`src/rtl/hload_pkg.sv`:
```
package hload_pkg;
  localparam int IDX_W  = 5;
  localparam int HALF_W = 16;
  localparam int RES_W  = 32;

  typedef enum logic [2:0] {
    ST_IDLE,
    ST_REQ,
    ST_WAIT,
    ST_WB,
    ST_FAULT
  } hloadState_t;

  typedef struct packed {
    logic capture;
    logic latchRsp;
  } hloadCtl_t;
endpackage

```
`src/rtl/hload_dp.sv`:
```
module hload_dp
  import hload_pkg::*;
#(
  parameter int ADDR_W     = 64,
  parameter int ALIGN_BITS = 4
) (
  input  logic              clk,
  input  logic              rstN,
  input  hloadCtl_t         ctl,
  input  logic [31:0]       instrWord,
  input  logic [ADDR_W-1:0] baseRegData,
  input  logic [ADDR_W-1:0] offRegData,
  input  logic [ADDR_W-1:0] spValue,
  input  logic [HALF_W-1:0] memRspData,
  output logic [IDX_W-1:0]  rnIdx,
  output logic [IDX_W-1:0]  rmIdx,
  output logic              decUndef,
  output logic              decMisalign,
  output logic [ADDR_W-1:0] reqAddr,
  output logic [IDX_W-1:0]  rtIdx,
  output logic [RES_W-1:0]  rtData,
  output logic              wbNeeded,
  output logic [IDX_W-1:0]  wbIdx,
  output logic [ADDR_W-1:0] wbData
);
  localparam logic [IDX_W-1:0] SP_IDX = '1;
  localparam int LOW_W = 32;

  logic [10:0] opHigh;
  logic [1:0]  opLow;
  logic        isRegForm, isPostForm, isPreForm, isUimmForm;
  logic [2:0]  extCode;
  logic        shiftBit;
  logic [ADDR_W-1:0] baseVal, immSigned, immScaled, regExt, regOff, offset, sum;

  assign opHigh = instrWord[31:21];
  assign opLow  = instrWord[11:10];
  assign rnIdx  = instrWord[9:5];
  assign rmIdx  = instrWord[20:16];
  assign extCode  = instrWord[15:13];
  assign shiftBit = instrWord[12];

  assign isRegForm  = (opHigh == 11'b01111000011) && (opLow == 2'b10) && extCode[1];
  assign isPostForm = (opHigh == 11'b01111000010) && (opLow == 2'b01);
  assign isPreForm  = (opHigh == 11'b01111000010) && (opLow == 2'b11);
  assign isUimmForm = (instrWord[31:22] == 10'b0111100101);

  assign baseVal   = (rnIdx == SP_IDX) ? spValue : baseRegData;
  assign immSigned = {{(ADDR_W-9){instrWord[20]}}, instrWord[20:12]};
  assign immScaled = {{(ADDR_W-13){1'b0}}, instrWord[21:10], 1'b0};

  always_comb begin
    if (extCode[0]) regExt = offRegData;
    else regExt = {{(ADDR_W-LOW_W){extCode[2] & offRegData[LOW_W-1]}}, offRegData[LOW_W-1:0]};
  end

  assign regOff = shiftBit ? {regExt[ADDR_W-2:0], 1'b0} : regExt;

  always_comb begin
    if (isRegForm) offset = regOff;
    else if (isUimmForm) offset = immScaled;
    else offset = immSigned;
  end

  assign sum = baseVal + offset;

  assign decUndef    = !(isRegForm || isPostForm || isPreForm || isUimmForm);
  assign decMisalign = (rnIdx == SP_IDX) && (baseVal[ALIGN_BITS-1:0] != '0);

  logic [ADDR_W-1:0] addrQ, wbDataQ;
  logic [IDX_W-1:0]  rtQ, rnQ;
  logic              wbQ;
  logic [HALF_W-1:0] rspQ;

  always_ff @(posedge clk or negedge rstN) begin
    if (!rstN) begin
      addrQ   <= '0;
      wbDataQ <= '0;
      rtQ     <= '0;
      rnQ     <= '0;
      wbQ     <= 1'b0;
    end else if (ctl.capture) begin
      addrQ   <= isPostForm ? baseVal : sum;
      wbDataQ <= sum;
      rtQ     <= instrWord[4:0];
      rnQ     <= rnIdx;
      wbQ     <= isPostForm || isPreForm;
    end
  end

  always_ff @(posedge clk or negedge rstN) begin
    if (!rstN) rspQ <= '0;
    else if (ctl.latchRsp) rspQ <= memRspData;
  end

  assign reqAddr  = addrQ;
  assign rtIdx    = rtQ;
  assign rtData   = {{(RES_W-HALF_W){1'b0}}, rspQ};
  assign wbNeeded = wbQ;
  assign wbIdx    = rnQ;
  assign wbData   = wbDataQ;
endmodule

```
`src/rtl/hload_ctl.sv`:
```
module hload_ctl
  import hload_pkg::*;
(
  input  logic      clk,
  input  logic      rstN,
  input  logic      instrValid,
  input  logic      decUndef,
  input  logic      decMisalign,
  input  logic      memReqReady,
  input  logic      memRspValid,
  output hloadCtl_t ctl,
  output logic      busy,
  output logic      reqValid,
  output logic      wbPhase,
  output logic      alignFault,
  output logic      undefFlag
);
  hloadState_t state, stateNext;
  logic faultIsUndef;

  always_comb begin
    stateNext = state;
    unique case (state)
      ST_IDLE:  if (instrValid) stateNext = (decUndef || decMisalign) ? ST_FAULT : ST_REQ;
      ST_REQ:   if (memReqReady) stateNext = ST_WAIT;
      ST_WAIT:  if (memRspValid) stateNext = ST_WB;
      ST_WB:    stateNext = ST_IDLE;
      ST_FAULT: stateNext = ST_IDLE;
      default:  stateNext = ST_IDLE;
    endcase
  end

  always_ff @(posedge clk or negedge rstN) begin
    if (!rstN) begin
      state        <= ST_IDLE;
      faultIsUndef <= 1'b0;
    end else begin
      state <= stateNext;
      if (ctl.capture) faultIsUndef <= decUndef;
    end
  end

  assign ctl.capture  = (state == ST_IDLE) && instrValid;
  assign ctl.latchRsp = (state == ST_WAIT) && memRspValid;
  assign busy       = (state != ST_IDLE);
  assign reqValid   = (state == ST_REQ);
  assign wbPhase    = (state == ST_WB);
  assign alignFault = (state == ST_FAULT) && !faultIsUndef;
  assign undefFlag  = (state == ST_FAULT) && faultIsUndef;
endmodule

```
`src/rtl/hload_unit.sv`:
```
module hload_unit
  import hload_pkg::*;
#(
  parameter int ADDR_W     = 64,
  parameter int ALIGN_BITS = 4
) (
  input  logic              clk,
  input  logic              rstN,
  input  logic              instrValid,
  input  logic [31:0]       instrWord,
  output logic              busy,
  output logic [4:0]        rnIdx,
  output logic [4:0]        rmIdx,
  input  logic [ADDR_W-1:0] baseRegData,
  input  logic [ADDR_W-1:0] offRegData,
  input  logic [ADDR_W-1:0] spValue,
  output logic              memReqValid,
  input  logic              memReqReady,
  output logic [ADDR_W-1:0] memReqAddr,
  input  logic              memRspValid,
  input  logic [15:0]       memRspData,
  output logic              rtWrEn,
  output logic [4:0]        rtWrIdx,
  output logic [31:0]       rtWrData,
  output logic              baseWrEn,
  output logic [4:0]        baseWrIdx,
  output logic [ADDR_W-1:0] baseWrData,
  output logic              alignFault,
  output logic              undefFlag
);
  hloadCtl_t ctl;
  logic decUndef, decMisalign, wbPhase, wbNeeded;

  hload_ctl u_ctl (
    .clk(clk), .rstN(rstN), .instrValid(instrValid),
    .decUndef(decUndef), .decMisalign(decMisalign),
    .memReqReady(memReqReady), .memRspValid(memRspValid),
    .ctl(ctl), .busy(busy), .reqValid(memReqValid), .wbPhase(wbPhase),
    .alignFault(alignFault), .undefFlag(undefFlag)
  );

  hload_dp #(.ADDR_W(ADDR_W), .ALIGN_BITS(ALIGN_BITS)) u_dp (
    .clk(clk), .rstN(rstN), .ctl(ctl), .instrWord(instrWord),
    .baseRegData(baseRegData), .offRegData(offRegData), .spValue(spValue),
    .memRspData(memRspData), .rnIdx(rnIdx), .rmIdx(rmIdx),
    .decUndef(decUndef), .decMisalign(decMisalign), .reqAddr(memReqAddr),
    .rtIdx(rtWrIdx), .rtData(rtWrData), .wbNeeded(wbNeeded),
    .wbIdx(baseWrIdx), .wbData(baseWrData)
  );

  assign rtWrEn   = wbPhase;
  assign baseWrEn = wbPhase && wbNeeded;
endmodule

```
`config.mk`:
```
export PLATFORM = sky130hd
export DESIGN_NAME = hload_unit
export DESIGN_NICKNAME = d
export VERILOG_FILES = /design/src/rtl/hload_pkg.sv /design/src/rtl/hload_dp.sv /design/src/rtl/hload_ctl.sv /design/src/rtl/hload_unit.sv
export SDC_FILE = /design/constraint.sdc
export NUM_CORES = 1
export LEC_CHECK = 0
export BUFFER_PORTS_ARGS = -buffer_cell sky130_fd_sc_hd__buf_2
export CAP_MARGIN = 20
export CELL_PAD_IN_SITES_DETAIL_PLACEMENT = 0
export CELL_PAD_IN_SITES_GLOBAL_PLACEMENT = 1
export CORE_MARGIN = 5
export CORE_UTILIZATION = 40
export DETAILED_ROUTE_END_ITERATION = 12
export GPL_TIMING_DRIVEN = 0
export PLACE_DENSITY_LB_ADDON = 0.12
export SYNTH_ARGS = -nofsm -noshare
export SYNTH_HDL_FRONTEND = slang
export SYNTH_SLANG_ARGS = --single-unit
```
`constraint.sdc`:
```
create_clock -name clk -period 4.8 [get_ports clk]
set_input_delay 1.44 -clock clk [delete_from_list [all_inputs] [get_ports clk]]
set_output_delay 1.44 -clock clk [all_outputs]
set_load 0.02 [all_outputs]
```
==> reports/results.ini, run 1 <==
[layout]
finalCoreUtilization_pct=58.8
multi_input_comb_area_sq_mm=0.00955
synthesis_to_finish_area_growth_pct=45.1
filler_cells_inserted=2984
num-nets-final=2401
seqCellArea_sq_mm=0.00398
layoutNonFillerInstCount=2513
proportion_of_layout_cells_with_a_drive_suffix_above_1_pct=44.1
layout.cells.most_common_list=sky130_fd_sc_hd__buf_2 (423), sky130_fd_sc_hd__nand2_1 (273), sky130_fd_sc_hd__dfrtp_1 (159), sky130_fd_sc_hd__a21oi_1 (117), sky130_fd_sc_hd__buf_4 (103)
final_common_cell=sky130_fd_sc_hd__buf_2

[detailed_routing]
drtIter0Drc=1129
drt-vias-per-instance=5.66
wl_um=59800
dr.pass1.iters=5
route.antenna.remaining_nets=0
drcViolationCount=0
via_count=14200
detail_route.wl_per_cell_um=23.8

[power_and_ir_drop]
pwr_density_cell_mw_per_mm2=337
total_power_after_layout_mw=6.25
cellLeakagePower_nw=8.77
ir_drop_mv=0.253

[synth]
number_of_enable_type_register_cells_in_the_synthesized_netlist=0
postSynthRegisterBits=159
postSynth.topFlopCell=sky130_fd_sc_hd__dfrtp_1
synth-seq-area-share_pct=31.1
syn_inst=1552
synth_area_per_cell_sq_um=8.24
synthesis.area_sq_mm=0.0128
asyncSetResetFlopFracSynth_pct=100
yosys_warnings=0
netlist-cell-type-count=81

[floorplan]
core_sq_mm=0.0316
floorplan.die_area_sq_mm=0.0357
die_w_um=189
floorplan.rows=65
top_level_port_count=431
floorplan.initialDensity_pct=40.5
die_height_um=189

[timing]
post-route-worst-setup-slack_ns=-0.622
fin_skew_ns=0.00790
fin_crit_sh_pct=113
grt_setup_unrepaired=yes
period_needed_ns=5.42
timing_hold_violations_final=0
timing.slew.headroom_pct=32.0
setup_violations=89
final.hold.worst_slack_ns=0.472
max_slew.worst_pin.slew_ns=1.02
timing.fmax_mhz=184
timing.final.max_slew_violations=0

[critical_path]
worst_ep_required_time_ns=5.09
setup.worst_path.end_class=flop
crit_path_max_fanout=7
timing.critical_path.arrival_ns=5.72
regToRegSetupSlack_ns=1.03
timing_worst_setup_path_type=input pin to flop
worstSetupStartpointType=input pin

[worst_hold_path]
worstHoldPathType=flop to flop

[global_routing]
grt_start_max_net_pins=93
grt_pass1_vias=14000
gr-usage-all-layers_pct=31.8
global_route.overflow_total=0
antenna_found_initial=7
grt_first_pass_wirelength_um=86300

[clock_tree]
insertion_delay_of_the_later_clocked_pin_in_the_worst_skew_pair_ns=0.45
htreeDepth=4
clock_pin_transition_on_the_worst_setup_and_hold_timing_paths_ns=0.07
cts_hold_buffers=0
root_buffer=sky130_fd_sc_hd__clkbuf_16
clockBufferDepth=2
clock_tree_from_tritoncts=done
cts_buf_count=17
cts.sinks=159

[outcome]
failed_checks=negative setup slack
run_status=finished with violations

[place]
port_buffers=412
finalWeightedCongestion=0.989
hpwlAfterDp_um=45900
placedCellCount=2383

[flow_run]
max-cap-violations=0

==> layer usage <==
layer	routed length, um	global-route usage [%]
met5	28	0
met4	1960	9.67
met3	4420	6.08
met2	28500	53.9
met1	24900	41.2
==> worst max-delay path: stages <==
cell                       delay [ns]
sky130_fd_sc_hd__buf_6           0.10
sky130_fd_sc_hd__nor4b_4         0.30
sky130_fd_sc_hd__nand3_2         0.15
sky130_fd_sc_hd__nor4_4          0.35
sky130_fd_sc_hd__nand4_1         0.18
sky130_fd_sc_hd__buf_4           0.19
sky130_fd_sc_hd__nand3_4         0.12
sky130_fd_sc_hd__buf_8           0.15
sky130_fd_sc_hd__o21ai_0         0.09
sky130_fd_sc_hd__ha_1            0.29
sky130_fd_sc_hd__buf_2           0.17
sky130_fd_sc_hd__nand2_1         0.14
sky130_fd_sc_hd__o21ai_0         0.17
sky130_fd_sc_hd__a41oi_2         0.30
sky130_fd_sc_hd__nand3_2         0.21
sky130_fd_sc_hd__o21ai_2         0.19
sky130_fd_sc_hd__o211ai_1        0.25
sky130_fd_sc_hd__a31oi_4         0.37
sky130_fd_sc_hd__o31a_1          0.22
sky130_fd_sc_hd__xor2_2          0.19
sky130_fd_sc_hd__o221ai_1        0.12
==> per-stage QoR <==
| stage | TNS (ns) | instance area [sq um] | setup WS, ns |
|---|---|---|---|
| floorplan | -8.05 | 13100 | -0.382 |
| global placement | -225.41 | 15600 | -2.13 |
| detailed placement | -181.11 | 15700 | -2.16 |
| CTS | -12.84 | 17600 | -0.388 |
| global route | -44.24 | 18600 | -0.815 |
| finish | -29.03 | 18600 | -0.622 |
==> layout make-up <==
| cell class | instances | share of cell area [%] |
|---|---|---|
| Multi-Input combinational cell | 1264 | 51.5 |
| Sequential cell | 159 | 21.4 |
| Timing Repair Buffer | 507 | 15.7 |
| Buffer | 128 | 5.02 |
| Tap cell | 402 | 2.71 |
| Clock buffer | 17 | 2.29 |
| Clock inverter | 15 | 1.00 |
| Inverter | 15 | 0.303 |
| Antenna cell | 6 | 0.0809 |
==> state kept, by name, summed over array words and instances, names as in the netlist <==
signal,count
u_dp.wbData,64
u_dp.wbNeeded,1
u_dp.wbIdx,5
u_ctl.faultIsUndef,1
u_ctl.state,3
u_dp.rspQ,16
u_dp.reqAddr,64
u_dp.rtIdx,5
==> logic make-up (layout without fill, tap and decap cells) <==
family	Yosys count	after routing	share of synthesized area, %
AOI/OAI and AO/OA	474	474	22.8
xor gates and xnor gates	61	61	4.18
adders and majority gates	64	64	6.32
buffers and inverters	144	682	6.06
DFF	159	159	31.1
muxes	146	146	12.3
other	1	22	0.0293
and+or+nand+nor	503	503	17.2
==> where the power goes <==
part / leakage (nW) / switching [mW] / internal (mW)
clock network: 0.297 / 0.747 / 0.714
logic: 6.54 / 1.76 / 1.14
registers: 1.93 / 0.197 / 1.70
==> path summary, 6_finish.rpt <==
kind / cells after the start / endpoint / start
max: 21 / u_dp.reqAddr[62] / instrWord[26]
min: 2 / u_dp.wbData[1] / u_dp.wbData[1]
max reg2reg: 7 / u_dp.reqAddr[58] / u_ctl.state[2]
min reg2reg: 2 / u_dp.wbData[1] / u_dp.wbData[1]
max in group asynchronous: 2 / u_dp.wbData[55] / rstN
min in group asynchronous: 1 / u_dp.reqAddr[11] / rstN
==> cell usage after synthesis, drive strengths merged (3+ instances only) <==
cell type  number  area, sq um
nand2         285         1070
a21oi         159          826
dfrtp         159         3980
o21ai         159          803
nor2           98          373
mux2           85          957
clkbuf         74          352
ha             63          788
mux2i          61          611
buf            55          368
a21o           36          275
xnor2          34          298
xor2           27          236
nand4          23          144
a31oi          21          131
nor3           20          105
o21a           20          150
nand3          18         90.1
o21bai         18          143
a211oi         15          118
inv            15         56.3
nor2b          15         93.8
o211ai          9         67.6
nand2b          7         43.8
and2            6         38.8
and3            6         38.8
o31ai           6         72.6
nor4            5         37.5
o31a            5         52.6
a41oi           4         53.8
nor3b           4         40.0
or2             4         25.0
a211o           3         27.5
a311oi          3         32.5
nor4b           3         32.5
o2111ai         3         32.5
==> repair_timing <==
| action | in CTS | in global routing |
|---|---|---|
| setup endpoints to repair | 118 | 97 |
| pin swaps | 84 | 94 |
| cloned | 3 | 2 |
| resized for setup | 196 | 158 |
| setup buffers | 50 | 40 |
Note: power is estimated with default switching activity, not from simulation.
==> inputs of run 2 (changes only) <==
==> constraint.sdc (replaced) <==
create_clock -name clk -period 6.9 [get_ports clk]
set_input_delay 2.07 -clock clk [delete_from_list [all_inputs] [get_ports clk]]
set_output_delay 2.07 -clock clk [all_outputs]
set_load 0.02 [all_outputs]
==> run 2 against run 1 <==
  * The run now ends clean
  * Wire length fell by 4.0%
  * Register-to-register slack gained 2.2 ns
  * Setup slack gained 0.84 ns
  * Combinational power shrank 40%
  * Sequential power down 30%
  * First-iteration DRC count decreased by 7.4%
  * Sequential cell count is the same
  * Cell count is 3.4% lower
  * Critical path type unchanged
  * Critical endpoint is now u_dp.reqAddr[58]
==> reports/results.ini, run 2 (synthesis results as in run 1) <==
[global_routing]
antenna_found_initial=6  ; -1
grt_first_pass_wirelength_um=84000  ; -2.6%
grt_start_max_net_pins=85  ; -8.6%
gr-usage-all-layers_pct=31.1  ; -0.66 points
global_route.overflow_total=0  ; unchanged
grt_pass1_vias=13300  ; -4.9%

[timing]
final.hold.worst_slack_ns=0.474  ; +0.00183 ns
timing.fmax_mhz=150
period_needed_ns=6.68
timing.final.max_slew_violations=0  ; unchanged
grt_setup_unrepaired=no
max_slew.worst_pin.slew_ns=1.09  ; +0.0693 ns
fin_tns_setup_ns=0  ; +29.03 ns
timing_hold_violations_final=0  ; unchanged
fin_skew_ns=0.0117  ; +0.00380 ns
setup_violations=0  ; -100%
fin_crit_sh_pct=96.9
timing.slew.headroom_pct=27.3  ; -4.6 points

[detailed_routing]
drt-vias-per-instance=5.58  ; -1.4%
drcViolationCount=0  ; unchanged
wl_um=57400  ; -4.0%
drtIter0Drc=1046  ; -7.4%
dr.pass1.iters=8  ; +3
via_count=13500  ; -4.8%
detail_route.wl_per_cell_um=23.7  ; -0.56%
route.antenna.remaining_nets=0  ; unchanged

[critical_path]
worst_setup_path_startpoint=instrWord[23]
worstSetupStartpointType=input pin
timing_worst_setup_path_type=input pin to flop
rr_startpoint=u_ctl.state[2]
crit_path_top_delay_cell=sky130_fd_sc_hd__nor4b_4
worst_ep_required_time_ns=7.20  ; +2.11 ns
cp_capture_point=u_dp.reqAddr[58]
worst_path_cell_chain=buf_2 -> nor4b_4 -> nand3_1 -> nor4_4 -> and4_1 -> buf_2 -> nand2_1 -> o21ai_0 -> ha_1 -> fa_1 -> a211oi_2 -> o21ai_0 -> a21oi_2 -> a21oi_2 -> o21ai_0 -> o211ai_1 -> a31oi_4 -> o31a_1 -> xnor2_1 -> o221ai_1
setup.worst_path.end_class=flop
regToRegSetupSlack_ns=3.18  ; +2.15 ns
timing.critical_path.arrival_ns=6.99  ; +1.27 ns
critical-path-max-stage-delay_ns=0.40  ; +0.03 ns
critical-path-top-cell-by-count=sky130_fd_sc_hd__o21ai_0
r2r-end=u_dp.reqAddr[58]
crit_path_max_fanout=10  ; +3
rr_worst_depth=7  ; unchanged

[layout]
layout.cells.most_common_list=sky130_fd_sc_hd__buf_2 (425), sky130_fd_sc_hd__nand2_1 (285), sky130_fd_sc_hd__dfrtp_1 (159), sky130_fd_sc_hd__a21oi_1 (150), sky130_fd_sc_hd__o21ai_0 (144)
num-nets-final=2318  ; -3.5%
final_common_cell=sky130_fd_sc_hd__buf_2
proportion_of_layout_cells_with_a_drive_suffix_above_1_pct=32.2  ; -12 points
synthesis_to_finish_area_growth_pct=27.2

[place]
port_buffers=412  ; unchanged
finalWeightedCongestion=0.969  ; -2.0%
hpwlAfterDp_um=46400  ; +1.0%

[power_and_ir_drop]
proportion_of_power_drawn_by_flip_flops_and_latches_pct=32.6  ; +2.2 points
pwr_density_cell_mw_per_mm2=250  ; -26%
fraction_of_power_spent_switching_nets_pct=41.8  ; -1.4 points
share_of_power_burned_in_the_clock_network_pct=24.9  ; +1.5 points
ir_drop_mv=0.179  ; -29%
combPwrFrac_pct=42.4  ; -3.9 points
total_power_after_layout_mw=4.08  ; -35%
power_report.internal_total_mw=2.37  ; -33%
cellLeakagePower_nw=7.92  ; -9.7%
netSwitchingPower_mw=1.70  ; -37%

[worst_hold_path]
worstHoldPathType=flop to flop

[clock_tree]
clockBufferDepth=2  ; unchanged
clock_tree_from_tritoncts=done
clock_pin_transition_on_the_worst_setup_and_hold_timing_paths_ns=0.07  ; about the same
insertion_delay_of_the_later_clocked_pin_in_the_worst_skew_pair_ns=0.46  ; about the same
cts.sinks=159  ; unchanged
cts_hold_buffers=0  ; unchanged
htreeDepth=4  ; unchanged
root_buffer=sky130_fd_sc_hd__clkbuf_16
cts_buf_count=17  ; unchanged

[outcome]
run_status=complete, no violations

[floorplan]
floorplan.initialDensity_pct=40.5  ; unchanged
die_height_um=189  ; unchanged
die_w_um=189  ; unchanged
floorplan.rows=65  ; unchanged
floorplan.die_area_sq_mm=0.0357  ; unchanged
top_level_port_count=431  ; unchanged
core_sq_mm=0.0316  ; unchanged

[flow_run]
max-cap-violations=0  ; unchanged

==> run 2: cell types whose count changed in the layout (fill, tap and decap cells not counted), sizes merged <==
| cell | before | now |
|---|---|---|
| diode | 6 | 3 |
| bufinv | 0 | 2 |
| inv | 23 | 19 |
| clkinv | 7 | 2 |
| clkinvlp | 0 | 4 |
| buf | 564 | 477 |
| clkbuf | 88 | 95 |
==> run 2: worst max-delay path, delay by kind of cell <==
kind / cells / cell delay (ns)
adders and majority gates: 2 / 0.52
AOI/OAI and AO/OA: 10 / 2.31
buffers and inverters: 2 / 0.44
xor gates and xnor gates: 1 / 0.26
and+or+nand+nor: 5 / 1.35
==> run 2: layout make-up <==
type                            instances  area [sq um]
Clock buffer                           20           457
Multi-Input combinational cell       1264          8190
Antenna cell                            3          7.51
Clock inverter                         12           150
Fill cell                            3229         15300
Inverter                               15          56.3
Timing Repair Buffer                  423          2190
Sequential cell                       159          3980
Buffer                                129           733
Tap cell                              402           503
==> run 2: worst min-delay path by stage <==
stage | startpoint | endpoint | cells after the start
global placement | u_dp.rtIdx[2] | u_dp.rtIdx[2] | 2
detailed placement | u_dp.rtIdx[1] | u_dp.rtIdx[1] | 2
floorplan | u_dp.wbNeeded | u_dp.wbNeeded | 2
global route | u_dp.rtIdx[2] | u_dp.rtIdx[2] | 2
finish | u_dp.rtIdx[4] | u_dp.rtIdx[4] | 2
CTS | u_dp.rtIdx[1] | u_dp.rtIdx[1] | 2
==> run 2: routing by layer <==
layer,global-route usage (%),share of wire [%],vias to the layer above
met5,0,0.075,-
met4,9.56,2.8,6
met3,6.67,7.3,88
met2,51.7,47,571
met1,40.7,43,6481
li1,-,-,6386
==> run 2: power groups by stage <==
| stage | Sequential (mW) | Combinational, mW | Clock (mW) |
|---|---|---|---|
| after CTS | 1.33 | 1.72 | 1.03 |
| after floorplan | 1.65 | 0.735 | 0 |
| final | 1.33 | 1.73 | 1.02 |
| after global routing | 1.36 | 1.87 | 1.07 |
| after global placement | 1.34 | 1.70 | 0 |
| after detailed placement | 1.35 | 1.71 | 0 |
==> run 2: repair_timing <==
action	in CTS	in global routing
resized for setup	16	15
setup buffers	2	4
pin swaps	1	2
setup endpoints to repair	64	41
==> run 2: metrics by stage <==
stage                     setup WS [ns]  instances  util, %  instance area (sq um)
final                             0.215       2427     51.6                  16300
after global routing            0.00268       2427     51.6                  16300
after global placement            -1.32       2381     48.9                  15400
after CTS                        0.0427       2419     51.3                  16200
after floorplan                   0.963       1567        -                  12800
after detailed placement          -1.28       2385     49.1                  15500
==> inputs of run 3 (changes only) <==
--- a/config.mk
+++ b/config.mk
@@ -9,7 +9,6 @@
 export CAP_MARGIN = 20
 export CELL_PAD_IN_SITES_DETAIL_PLACEMENT = 0
 export CELL_PAD_IN_SITES_GLOBAL_PLACEMENT = 1
-export CORE_MARGIN = 5
 export CORE_UTILIZATION = 40
 export DETAILED_ROUTE_END_ITERATION = 12
 export GPL_TIMING_DRIVEN = 0
==> constraint.sdc (replaced) <==
create_clock -name clk -period 6.9 [get_ports clk]
set_input_delay 1.035 -clock clk [delete_from_list [all_inputs] [get_ports clk]]
set_output_delay 1.035 -clock clk [all_outputs]
set_load 0.02 [all_outputs]
==> run 3 against run 2 <==
  * Power fell by 2.0%
  * First-iteration DRC count rose by 2.8%
  * Count of clock-buffer cells in the layout fell by 1
  * Highest routed layer unchanged
  * Global-route usage rose by 2.4 points
  * Cell area fell by 1.0%
  * Wire length fell by 3.9%
  * Sequential power barely moved
==> reports/results.ini, run 3 (synthesis results as in run 1) <==
[outcome]
run_status=complete, no violations

[layout]
final_common_cell=sky130_fd_sc_hd__buf_2
synthesis_to_finish_area_growth_pct=25.8
layoutNonFillerInstCount=2423  ; -0.16%
proportion_of_layout_cells_with_a_drive_suffix_above_1_pct=31.0  ; -1.2 points
num-nets-final=2312  ; -0.26%
layout.cell_area.non_filler_sq_mm=0.0161  ; -1.0%
layout.cells.most_common_list=sky130_fd_sc_hd__buf_2 (424), sky130_fd_sc_hd__nand2_1 (285), sky130_fd_sc_hd__dfrtp_1 (159), sky130_fd_sc_hd__a21oi_1 (153), sky130_fd_sc_hd__o21ai_0 (145)
seqCellArea_sq_mm=0.00398  ; unchanged
filler_cells_inserted=3218  ; -0.34%
multi_input_comb_area_sq_mm=0.00810  ; -1.1%

[global_routing]
antenna_found_initial=6  ; unchanged
grt_start_max_net_pins=91  ; +7.1%
grt_pass1_vias=13000  ; -2.5%
grt_first_pass_wirelength_um=81200  ; -3.4%
global_route.overflow_total=0  ; unchanged
gr-usage-all-layers_pct=33.5  ; +2.4 points

[critical_path]
worstSetupStartpointType=input pin
timing.critical_path.arrival_ns=6.76  ; -0.23 ns
r2r-end=u_dp.reqAddr[62]
worst_ep_required_time_ns=7.21  ; about the same
setup.worst_path.end_class=flop
timing_worst_setup_path_type=input pin to flop
crit_path_max_fanout=10  ; unchanged
regToRegSetupSlack_ns=3.22  ; +0.04 ns
rr_worst_depth=7  ; unchanged
rr_startpoint=u_ctl.state[2]

[power_and_ir_drop]
combPwrFrac_pct=42.6  ; +0.2 points
share_of_power_burned_in_the_clock_network_pct=24.2  ; -0.7 points
netSwitchingPower_mw=1.71  ; +0.19%
proportion_of_power_drawn_by_flip_flops_and_latches_pct=33.2  ; +0.6 points
cellLeakagePower_nw=7.83  ; -1.0%
pwr_density_cell_mw_per_mm2=248  ; -0.93%
fraction_of_power_spent_switching_nets_pct=42.7  ; +0.92 points
ir_drop_mv=0.178  ; -0.59%
power_report.internal_total_mw=2.29  ; -3.5%

[worst_hold_path]
holdPathEnd=u_dp.wbIdx[2]
worstHoldPathType=flop to flop
hp-start=u_dp.wbIdx[2]
hold_path_depth=2  ; unchanged

[flow_run]
max-cap-violations=0  ; unchanged

[timing]
period_needed_ns=6.44  ; -0.243 ns
fin_crit_sh_pct=93.4  ; -3.5 points
max_slew.worst_pin.slew_ns=1.14  ; +0.0542 ns
timing.final.max_slew_violations=0  ; unchanged
post-route-worst-setup-slack_ns=0.458  ; +0.243 ns
timing_hold_violations_final=0  ; unchanged
timing.slew.headroom_pct=23.7  ; -3.6 points
fin_skew_ns=0.0155  ; +0.00382 ns
timing.fmax_mhz=155  ; +3.8%
grt_setup_unrepaired=no
final.hold.worst_slack_ns=0.472  ; -0.00217 ns
setup_violations=0  ; unchanged
fin_tns_setup_ns=0  ; unchanged

[clock_tree]
clock_tree_from_tritoncts=done
clockBufferDepth=2  ; unchanged
cts.repair_timing.setup_buffer_count=0  ; -2
insertion_delay_of_the_later_clocked_pin_in_the_worst_skew_pair_ns=0.47  ; about the same
cts.sinks=159  ; unchanged
htreeDepth=4  ; unchanged
cts_repair_resize_count=0  ; -16
cts_buf_count=17  ; unchanged
clock_pin_transition_on_the_worst_setup_and_hold_timing_paths_ns=0.08  ; about the same
cts_hold_buffers=0  ; unchanged
root_buffer=sky130_fd_sc_hd__clkbuf_16

[floorplan]
floorplan.initialDensity_pct=40.6  ; +0.10 points
top_level_port_count=431  ; unchanged
die_w_um=181  ; -4.2%
floorplan.rows=65  ; unchanged
core_sq_mm=0.0315  ; -0.26%
floorplan.die_area_sq_mm=0.0327  ; -8.3%
die_height_um=181  ; -4.2%

[place]
preCtsSetupSlack_ns=-0.250  ; +1.03 ns
placedCellCount=2385  ; unchanged
port_buffers=412  ; unchanged
dpl-instance-area_sq_mm=0.0155  ; about the same
finalWeightedCongestion=0.943  ; -2.7%
hpwlAfterDp_um=44300  ; -4.6%

[detailed_routing]
route.antenna.remaining_nets=0  ; unchanged
detail_route.wl_per_cell_um=22.8  ; -3.7%
via_count=13600  ; +0.64%
wl_um=55200  ; -3.9%
drt-vias-per-instance=5.62  ; +0.81%
dr.pass1.iters=5  ; -3
drcViolationCount=0  ; unchanged
drtIter0Drc=1075  ; +2.8%

run 3: changes by cell type in the layout (fill, tap and decap cells not counted), sizes merged:
cell      before  now
buf          477  472
inv           19   23
bufinv         2    0
clkbuf        95   93
clkinvlp       4    2
diode          3    5
clkinv         2    3
run 3: how the worst max path moves through the flow:
stage	from	end	slack, ns	cells after the start
3_5_place_dp	instrWord[23]	u_dp.reqAddr[62]	-0.25	20
5_1_grt	instrWord[23]	u_dp.reqAddr[62]	0.06	20
6_report	instrWord[23]	u_dp.reqAddr[62]	0.46	20
2_1_floorplan	instrWord[23]	u_dp.reqAddr[62]	2.00	20
4_1_cts	instrWord[23]	u_dp.reqAddr[62]	0.23	20
3_3_place_gp	instrWord[7]	u_dp.reqAddr[62]	-0.78	18
run 3: metrics by stage:
step	utilization [%]	power (mW)
after floorplan	-	2.38
after global placement	49.0	3.02
after detailed placement	49.3	3.04
after CTS	51.1	4.00
after global routing	51.2	4.20
final	51.2	4.00
run 3: power groups by stage:
stage               Sequential [mW]  Clock [mW]  Combinational (mW)
floorplan                      1.65           0               0.735
global placement               1.33           0                1.68
detailed placement             1.34           0                1.69
CTS                            1.33       0.973                1.70
global route                   1.36        1.01                1.83
finish                         1.33       0.966                1.70
run 3: layout make-up:
cell class / instances / area share, %
flip-flops and latches: 159 / 24.7
diodes: 5 / 0.0777
clock buffers: 19 / 2.75
inverters: 15 / 0.350
plain buffers: 129 / 4.47
multi-input cells: 1264 / 50.3
repair buffers: 417 / 13.4
clock inverters: 13 / 0.762
well taps: 402 / 3.12
run 3: critical path, stage by stage:
cell and delay [ns]:
sky130_fd_sc_hd__buf_2 0.10, sky130_fd_sc_hd__nor4b_2 0.43, sky130_fd_sc_hd__nand3_1 0.18, sky130_fd_sc_hd__nor4_2 0.40, sky130_fd_sc_hd__nand4_1 0.36, sky130_fd_sc_hd__clkbuf_1 0.41
sky130_fd_sc_hd__nand3_1 0.17, sky130_fd_sc_hd__o21ai_0 0.12, sky130_fd_sc_hd__ha_1 0.28, sky130_fd_sc_hd__fa_1 0.44, sky130_fd_sc_hd__a211oi_1 0.33, sky130_fd_sc_hd__o21ai_0 0.23
sky130_fd_sc_hd__a21oi_1 0.34, sky130_fd_sc_hd__a21oi_1 0.26, sky130_fd_sc_hd__o21ai_0 0.21, sky130_fd_sc_hd__o211ai_1 0.27, sky130_fd_sc_hd__a31oi_1 0.54, sky130_fd_sc_hd__o31a_1 0.24
sky130_fd_sc_hd__xor2_1 0.24, sky130_fd_sc_hd__o221ai_1 0.14
run 3: layer usage:
| layer | vias to the layer above | routed length (um) | GRT usage, % |
|---|---|---|---|
| li1 | 6381 | - | - |
| met1 | 6607 | 24200 | 44.1 |
| met2 | 568 | 26500 | 56.3 |
| met3 | 61 | 3140 | 4.35 |
| met4 | 2 | 1390 | 11.7 |
| met5 | - | 18 | 0 |
